==> config.mk <==
export PLATFORM = sky130hd
export DESIGN_NAME = ctlflag_top
export DESIGN_NICKNAME = d
export VERILOG_FILES = /design/src/rtl/ctlflag_pkg.sv /design/src/rtl/ctlflag_ctrl.sv /design/src/rtl/ctlflag_dpath.sv /design/src/rtl/ctlflag_top.sv
export SDC_FILE = /design/constraint.sdc
export NUM_CORES = 1
export LEC_CHECK = 0
export ABC_AREA = 1
export BUFFER_PORTS_ARGS = -buffer_cell sky130_fd_sc_hd__buf_2
export CAP_MARGIN = 15
export CORE_AREA = 2 2 39 41
export CTS_CLUSTER_SIZE = 14
export DETAILED_ROUTE_END_ITERATION = 10
export DIE_AREA = 0 0 41 43
export GPL_TIMING_DRIVEN = 0
export SLEW_MARGIN = 40
export SYNTH_ARGS = -nofsm -noshare
export SYNTH_HDL_FRONTEND = slang
export SYNTH_SLANG_ARGS = --single-unit
==> constraint.sdc <==
create_clock -name clk -period 0.8 [get_ports clk]
set_input_delay 0.16 -clock clk [delete_from_list [all_inputs] [get_ports clk]]
set_output_delay 0.16 -clock clk [all_outputs]
set_load 0.01 [all_outputs]
==> src/rtl/ctlflag_pkg.sv <==
package ctlflag_pkg;
  // Decoded strobes, active high, passed from control to datapath.
  typedef struct packed {
    logic clrInhibit;
    logic setInhibit;
    logic toggleFb;
    logic toggleAck;
    logic setPrefix;
    logic endInstr;
  } strobe_t;
endpackage

==> src/rtl/ctlflag_ctrl.sv <==
module ctlflag_ctrl
  import ctlflag_pkg::*;
#(
  parameter int STALL_LEN = 1
) (
  input  logic    clk,
  input  logic    rst,
  input  logic    clrInhibitN,
  input  logic    setInhibitN,
  input  logic    toggleFbN,
  input  logic    toggleAckN,
  input  logic    setPrefixN,
  input  logic    ctrReset,
  input  logic    addrQual,
  output strobe_t strobes,
  output logic    busReq,
  output logic    ctrEnable
);
  localparam int CW = (STALL_LEN < 2) ? 1 : $clog2(STALL_LEN + 1);
  localparam logic [CW-1:0] LOAD_VAL = CW'(STALL_LEN);

  logic          qualSeen;
  logic [CW-1:0] stallCnt;
  logic          trigger;

  always_comb begin
    strobes.clrInhibit = ~clrInhibitN;
    strobes.setInhibit = ~setInhibitN;
    strobes.toggleFb   = ~toggleFbN;
    strobes.toggleAck  = ~toggleAckN;
    strobes.setPrefix  = ~setPrefixN;
    strobes.endInstr   = ctrReset;
  end

  // Edge detect: one stall per assertion of the qualifier.
  assign trigger = addrQual & ~qualSeen;

  always_ff @(posedge clk) begin
    if (rst) begin
      qualSeen <= 1'b0;
      stallCnt <= '0;
    end else begin
      qualSeen <= addrQual;
      if (trigger)
        stallCnt <= LOAD_VAL;
      else if (stallCnt != '0)
        stallCnt <= stallCnt - 1'b1;
    end
  end

  assign busReq    = (stallCnt != '0);
  assign ctrEnable = ~busReq;
endmodule

==> src/rtl/ctlflag_dpath.sv <==
module ctlflag_dpath
  import ctlflag_pkg::*;
(
  input  logic    clk,
  input  logic    rst,
  input  strobe_t strobes,
  input  logic    intReq,
  output logic    fbSel,
  output logic    intAck,
  output logic    intTaken
);
  logic inhibit;
  logic prefix;

  always_ff @(posedge clk) begin
    if (rst) begin
      inhibit <= 1'b0;
      prefix  <= 1'b0;
      fbSel   <= 1'b0;
      intAck  <= 1'b0;
    end else begin
      if (strobes.clrInhibit)      inhibit <= 1'b0;
      else if (strobes.setInhibit) inhibit <= 1'b1;

      if (strobes.endInstr)        prefix <= 1'b0;
      else if (strobes.setPrefix)  prefix <= 1'b1;

      if (strobes.toggleFb)  fbSel  <= ~fbSel;
      if (strobes.toggleAck) intAck <= ~intAck;
    end
  end

  assign intTaken = strobes.endInstr & intReq & ~inhibit & ~prefix;
endmodule

==> src/rtl/ctlflag_top.sv <==
module ctlflag_top
  import ctlflag_pkg::*;
#(
  parameter int STALL_LEN = 1
) (
  input  logic clk,
  input  logic rst,
  input  logic clrInhibitN,
  input  logic setInhibitN,
  input  logic toggleFbN,
  input  logic toggleAckN,
  input  logic setPrefixN,
  input  logic ctrReset,
  input  logic intReq,
  input  logic addrQual,
  output logic fbSel,
  output logic fbSelN,
  output logic intAck,
  output logic intTaken,
  output logic busReq,
  output logic ctrEnable
);
  strobe_t strobes;

  ctlflag_ctrl #(.STALL_LEN(STALL_LEN)) u_ctrl (
    .clk(clk), .rst(rst),
    .clrInhibitN(clrInhibitN), .setInhibitN(setInhibitN),
    .toggleFbN(toggleFbN), .toggleAckN(toggleAckN),
    .setPrefixN(setPrefixN), .ctrReset(ctrReset), .addrQual(addrQual),
    .strobes(strobes), .busReq(busReq), .ctrEnable(ctrEnable)
  );

  ctlflag_dpath u_dpath (
    .clk(clk), .rst(rst), .strobes(strobes), .intReq(intReq),
    .fbSel(fbSel), .intAck(intAck), .intTaken(intTaken)
  );

  assign fbSelN = ~fbSel;
endmodule

; ---- Word-level counts from Yosys, hierarchy flattened
; Cells that the tools add are included.
[op_classes]
bitwise_logic = 11
n_addsub = 1
mux = 2
n_reduce_logical = 2
[ops]
columns = operator, count
row1 = inverter 1 bit, 7
row2 = AND 1 bit, 4
row3 = OR reduction 2 bit, 2
row4 = two-way mux 1 bit, 2
row5 = "subtractor 1 bit, second input constant", 1
[word_totals]
regBits = 6
in_bits = 10
wordCells = 22

; ---- Depth between registers and ports, before layout
; Gate-level depths: netlist (run 1).
[logic_depth]
ltp_word = 3
depth_mapped = 4

; ---- Hierarchy
; A second synthesis (run 1) with hierarchy kept.
[unflattened]
hier_cells = 38
area_unflattened_um2 = 254.0
[modules_own_cells]
columns = module, n_inst, area_per_inst_um2, cells_per_inst
row1 = ctlflag_dpath, 1, 160.2, 24
row2 = ctlflag_ctrl, 1, 90.1, 13
row3 = ctlflag_top, 1, 3.8, 1

; ---- Least setup slack after synthesis (run 1)
; No wires, ideal clock.
[synth_timing]
kind = reg-to-output
start = register u_dpath.inhibit
end = output intTaken
setup_slack_ns = 0.041
stages_incl_launch_ff = 2
arrival_time_ns = 0.599
n_path_buf = 0
required_time_ns = 0.640
cell_sequence = dfxtp_1 nor3_1
[synth_between]
elab_chain_len = 3
[synth_lines]
columns = item, line
row1 = start: declaration, ctlflag_dpath.sv:12  ; logic inhibit;
row2 = start signal: assignment, ctlflag_dpath.sv:17  ; inhibit <= 1'b0;
row3 = start signal: assignment, ctlflag_dpath.sv:22  ; if (strobes.clrInhibit) inhibit <= 1'b0;
row4 = start signal: assignment, ctlflag_dpath.sv:23  ; else if (strobes.setInhibit) inhibit <= 1'b1;
row5 = inverter 1 bit, ctlflag_dpath.sv:33  ; assign intTaken = strobes.endInstr & intReq & ~inhibit & ~prefix;
row6 = AND 1 bit (2 in a row), ctlflag_dpath.sv:33
row7 = end: declaration, ctlflag_top.sv:19  ; output logic intTaken,
; Every way passes these cells.

; ---- Worst setup path in the final report (run 1)
[layout_timing]
start = register u_dpath.prefix
end = output intTaken
[layout_between]
elab_chain_len = 2
[layout_lines]
columns = item, line
row1 = start: declaration, ctlflag_dpath.sv:13  ; logic prefix;
row2 = start signal: assignment, ctlflag_dpath.sv:18  ; prefix <= 1'b0;
row3 = start signal: assignment, ctlflag_dpath.sv:25  ; if (strobes.endInstr) prefix <= 1'b0;
row4 = start signal: assignment, ctlflag_dpath.sv:26  ; else if (strobes.setPrefix) prefix <= 1'b1;
row5 = inverter 1 bit, ctlflag_dpath.sv:33
row6 = AND 1 bit, ctlflag_dpath.sv:33
; Every way passes these cells.

==> flow_summary.json, run 1 <==
{
  "start_kind": "flip-flop",
  "drv_cap": 0,
  "n_antenna_cell": 0,
  "min_path_cells": 2,
  "setup_viol": 6,
  "hold_path_class": "in2reg",
  "worst_slew_pin_slew_ns": 0.129,
  "die-width_um": 41,
  "violations": "setup timing",
  "io_pins": 16,
  "synth_top_cell_by_area": "dfxtp_1",
  "die_area_um2": 1760,
  "postSynthCellCount": 29,
  "design.core.area_um2": 1380,
  "final_nets": 60,
  "hold_viol": 0,
  "dr.first_iter.drc_count": 0,
  "route.detailed.drc": 0,
  "critPathKind": "reg2out",
  "cp.arrival_ns": 0.82,
  "hold_start": "setInhibitN",
  "r2r_start": "u_dpath.fbSel$_SDFFE_PP0N_",
  "grt_max_degree": 5,
  "grt_pass1_vias": 184,
  "die_h_um": 43,
  "antenna_found_initial": 0,
  "hold_ws_ns": 0.0977,
  "critPathMaxStageDelay_ns": 0.32,
  "slew_headroom_pct": 91.3,
  "syn-num-nets": 39,
  "status": "finished with violations",
  "ff2ff_path_depth": 4,
  "path_buf_inv": 1,
  "hpwlAfterDp_um": 361,
  "power_density_nw_per_um2": 1840,
  "nFillCells": 155,
  "htreeDepth": 1,
  "crit_family": "flip-flops",
  "gp_routability_congestion": 0.624,
  "critical_path.cell_chain": "nor3_2 > buf_2",
  "fin_ws_ns": -0.184,
  "num_vias": 229,
  "cts-root-buf": "clkbuf_4",
  "final_max_slew_viol_count": 0,
  "area_growth_pct": 75.0,
  "io_buffers": 15,
  "ys.flop_type": "dfxtp_1",
  "finalPower_w": 0.000725,
  "dpl-instance-area_um2": 320,
  "hold_buffers": 0,
  "slowest_stage": "dfxtp_2",
  "grtUsageTotal_pct": 6.12,
  "design_area_um2": 394,
  "cts_tree": "done",
  "synthTopCellsByArea": "dfxtp_1, inv_1, nand2_1",
  "initial_core_util_pct": 16.3,
  "yosys_warnings": 0,
  "drive_gt1_share_pct": 66.7,
  "ys_top_cells_by_count": "dfxtp_1, inv_1, nand2_1",
  "drtAntennaViolNets": 0,
  "synth_edf_count": 0,
  "p_leak_nw": 0.200,
  "cp.required_ns": 0.64,
  "rrSetupSlack_ns": 0.05,
  "wl_per_cell_um": 7.30,
  "crit_path_start": "u_dpath.prefix$_SDFFE_PP0N_",
  "worstReg2RegEnd": "u_dpath.fbSel$_SDFFE_PP0N_",
  "crit_fanout": 2,
  "routed_wl_um": 467,
  "cp.depth": 2,
  "async_reset_ff_share_pct": 0,
  "synth_seq_area_share_pct": 53.3,
  "avgSynthCellArea_um2": 7.77,
  "max_freq_mhz": 1020,
  "cts_made_buffers": 3,
  "rows": 14,
  "irDropWorstVdd_mv": 0.938,
  "fin_crit_sh_pct": 123,
  "hold_end": "u_dpath.inhibit$_SDFFE_PP0N_",
  "clkTransAtPathRegs_ns": 0.04,
  "firstDrtPassIters": 1,
  "viasPerCell": 3.58,
  "synth_area_um2": 225,
  "ys_ff_latch": 6,
  "grt_overflow": 0,
  "clock_latency_ns": 0.23,
  "grt_first_pass_wirelength_um": 669,
  "fin_crit_ns": 0.984,
  "cp-end-kind": "primary output",
  "fin_util_pct": 28.5,
  "synth_top_cell_area_share_pct": 53.3,
  "synth.most_common_cell": "dfxtp_1",
  "fin_skew_ns": 0.0000808,
  "clock-sinks": 6,
  "synth.distinct_cells": 10,
  "cts_max_path_buffers": 2,
  "grt_setup_unrepaired": "true"
}
-- registers in the layout (all words and copies together) (netlist names) --
| signal | cells |
|---|---|
| u_ctrl.busReq | 1 |
| u_ctrl.qualSeen | 1 |
| u_dpath.fbSel | 1 |
| u_dpath.inhibit | 1 |
| u_dpath.intAck | 1 |
| u_dpath.prefix | 1 |
-- routing by layer --
metal	share of wire, %	track usage, %	vias to the layer above
met1	40	6.09	94
met3	12	6.28	0
met5	0	0	-
met4	0	2.00	0
met2	48	8.44	12
li1	-	-	123
-- layout make-up --
cell class / count / area, um2 / share of cell area, %
Sequential cell: 6 / 125 / 31.7
Multi-Input combinational cell: 16 / 86.3 / 21.9
Tap cell: 16 / 20.0 / 5.08
Inverter: 7 / 26.3 / 6.67
Timing Repair Buffer: 16 / 114 / 28.9
Clock buffer: 3 / 22.5 / 5.71
-- layout by cell type, fill, tap and decap left out --
master     n
buf_2     10
nor3_1     1
dfxtp_1    2
buf_4      1
a21oi_2    1
dfxtp_2    4
o21a_1     1
nor2_2     3
nand2_2    1
clkbuf_4   3
nand2_1    5
nor2_1     3
inv_2      3
inv_1      4
buf_6      5
nor3_2     1
-- cells by family after synthesis --
logic type	Yosys count	synth area share (%)
and+or+nand+nor	14	27.8
DFF	6	53.3
AOI/OAI and AO/OA	2	7.22
buffers and inverters	7	11.7
-- power by group --
group	total [W]	internal, W	switching, W
sequential	0.000333	0.000321	0.0000118
clock	0.000266	0.000169	0.0000967
combinational	0.000126	0.0000707	0.0000556
total	0.000725	0.000561	0.000164
-- worst max-delay path by stage --
| stage | to |
|---|---|
| floorplan | intTaken |
| global placement | intTaken |
| detailed placement | intTaken |
| CTS | intTaken |
| global route | intTaken |
| finish | intTaken |
-- through the flow --
stage	TNS (ns)	setup WS, ns	cells
finish	-0.403	-0.184	64
global route	-0.693	-0.243	64
CTS	-0.507	-0.215	64
detailed placement	0	0.0352	60
global placement	0	0.0366	60
floorplan	0	0.0411	29
-- timing repair --
item | in CTS | in global routing
pin swaps | 1 | 0
gates resized for setup | 7 | 5
endpoints found under the setup margin | 6 | 7
buffers inserted | 1 | 0
No activity file was read; power rests on OpenSTA's default activity.
==> run 2: changes to the inputs <==
--- a/config.mk
+++ b/config.mk
@@ -16,4 +16,5 @@
 export SLEW_MARGIN = 40
 export SYNTH_ARGS = -nofsm -noshare
 export SYNTH_HDL_FRONTEND = slang
+export SYNTH_HIERARCHICAL = 1
 export SYNTH_SLANG_ARGS = --single-unit
==> flow_summary.json, run 2 <==
{
  "cts_tree": "done",
  "clock_latency_ns": 0.23,
  "num_vias": 249,
  "syn-num-nets": 48,
  "htreeDepth": 1,
  "synth_seq_area_share_pct": 47.3,
  "antenna_found_initial": 0,
  "synth_area_um2": 254,
  "firstDrtPassIters": 4,
  "routed_wl_um": 494,
  "fin_crit_sh_pct": 129,
  "slowest_stage": "dfxtp_2",
  "yosys_warnings": 6,
  "grt_max_degree": 5,
  "die-width_um": 41,
  "cts_max_path_buffers": 2,
  "pre_cts_slack_ns": 0.00939,
  "grt_overflow": 0,
  "max_freq_mhz": 968,
  "violations": "setup timing",
  "n_antenna_cell": 0,
  "combPwrFrac_pct": 18.1,
  "cp.required_ns": 0.64,
  "die_h_um": 43,
  "hpwlAfterDp_um": 381,
  "clkTransAtPathRegs_ns": 0.04,
  "dpl-instance-area_um2": 344,
  "synth_top_cell_by_area": "dfxtp_1",
  "io_pins": 16,
  "tns_ns": -0.490,
  "critPathMaxStageDelay_ns": 0.32,
  "io_buffers": 14,
  "synth_edf_count": 0,
  "synth_top_cell_area_share_pct": 47.3,
  "critical_path.cell_chain": "nor2_2 > nor2b_2 > buf_2",
  "p_switching_w": 0.000167,
  "worst_slew_pin_slew_ns": 0.0890,
  "area_growth_pct": 65.5,
  "cp-end-kind": "primary output",
  "drtAntennaViolNets": 0,
  "grt_first_pass_wirelength_um": 738,
  "grt_setup_unrepaired": "true",
  "power.share.switching_pct": 22.7,
  "hold_start": "addrQual",
  "wl_per_cell_um": 6.77,
  "postSynthCellCount": 38,
  "final_nets": 69,
  "status": "finished with violations",
  "crit_path_start": "u_dpath/inhibit$_SDFFE_PP0P_",
  "setup_viol": 6,
  "gp_routability_congestion": 0.501,
  "worstReg2RegEnd": "u_dpath/fbSel$_SDFFE_PP0P_",
  "ys_ff_latch": 6,
  "cts_made_buffers": 3,
  "die_area_um2": 1760,
  "slew_headroom_pct": 94.1,
  "drv_cap": 0,
  "hold_ws_ns": 0.133,
  "rrSetupSlack_ns": 0.10,
  "synth.most_common_cell": "inv_1",
  "fin_util_pct": 30.4,
  "dr.first_iter.drc_count": 3,
  "route.detailed.drc": 0,
  "ff2ff_path_depth": 3,
  "initial_core_util_pct": 18.4,
  "async_reset_ff_share_pct": 0,
  "critPathKind": "reg2out",
  "rows": 14,
  "intPower_w": 0.000569,
  "fin_ws_ns": -0.233,
  "hold_path_class": "in2reg",
  "crit_fanout": 2,
  "final_cell_mix": "buf_2, inv_1, nor2_1, nand2_1, buf_6",
  "grtUsageTotal_pct": 7.23,
  "min_path_cells": 3,
  "cts-root-buf": "clkbuf_4",
  "final_max_slew_viol_count": 0,
  "hold_end": "u_ctrl/qualSeen$_SDFF_PP0_",
  "clock-sinks": 6,
  "clkPwrFrac_pct": 36.4,
  "fin_skew_ns": 0.0000319,
  "fin_crit_ns": 1.03,
  "crit_family": "flip-flops",
  "hold_viol": 0,
  "synthTopCellsByArea": "dfxtp_1, inv_1, nor2_1",
  "p_leak_nw": 0.250,
  "ys.flop_type": "dfxtp_1",
  "viasPerCell": 3.41,
  "path_buf_inv": 1,
  "ys_top_cells_by_count": "inv_1, nor2_1, nand2_1",
  "r2r_start": "u_dpath/fbSel$_SDFFE_PP0P_",
  "design.core.area_um2": 1380,
  "grt_pass1_vias": 215,
  "start_kind": "flip-flop",
  "synth.distinct_cells": 9,
  "drive_gt1_share_pct": 54.4,
  "power_density_nw_per_um2": 1750,
  "avgSynthCellArea_um2": 6.68,
  "hold_buffers": 0,
  "cp.arrival_ns": 0.87,
  "irDropWorstVdd_mv": 0.545,
  "pwr-share-seq_pct": 45.5,
  "design_area_um2": 420
}
==> run 2: worst max-delay path by stage <==
stage | end | depth (start not counted)
floorplan | intTaken | 2
global placement | intTaken | 3
detailed placement | intTaken | 3
CTS | intTaken | 3
global route | intTaken | 3
finish | intTaken | 3
==> run 2: worst register-to-register path, cell delays in order (launching register included) <==
cell and delay, ns:
dfxtp_2 0.33, buf_4 0.13, nor2_1 0.09, nor2_1 0.05
==> run 2: cell families after synthesis <==
kind of cell           share of synthesized area [%]
buffers and inverters                           20.7
flip-flops                                      47.3
AND/OR/NAND/NOR                                 32.0
==> run 2: power groups by stage <==
| stage | Clock (W) | Sequential, W | Combinational (W) |
|---|---|---|---|
| floorplan | 0 | 0.000339 | 0.0000502 |
| global placement | 0 | 0.000334 | 0.0000981 |
| detailed placement | 0 | 0.000335 | 0.000100 |
| CTS | 0.000295 | 0.000332 | 0.000126 |
| global route | 0.000312 | 0.000336 | 0.000150 |
| finish | 0.000268 | 0.000335 | 0.000133 |
==> run 2: per-stage QoR <==
stage,cells,power [W]
after floorplan,38,0.000389
after global placement,68,0.000432
after detailed placement,68,0.000435
after CTS,73,0.000752
after global routing,73,0.000798
final,73,0.000736
==> run 2: metal layers <==
| metal | share of wire [%] | GRT usage (%) | wire length (um) |
|---|---|---|---|
| met3 | 14 | 3.14 | 70 |
| met1 | 36 | 5.79 | 179 |
| met2 | 49 | 10.3 | 243 |
| met4 | 0 | 10.0 | 0 |
| met5 | 0 | 0 | 0 |
==> run 2: area by class of cell <==
cell class / count / area [um2]
fill: 167 / 963
timing repair buffer: 16 / 116
multi-input combinational: 19 / 83.8
tap: 16 / 20.0
buffer: 1 / 7.51
sequential: 6 / 125
inverter: 12 / 45.0
clock buffer: 3 / 22.5
==> run 2: repair_timing <==
item                                    CTS  global route
endpoints found under the setup margin    6             6
resized for setup                         6             6
buffers inserted                          2             0
cloned                                    0             0
pin swaps                                 0             1
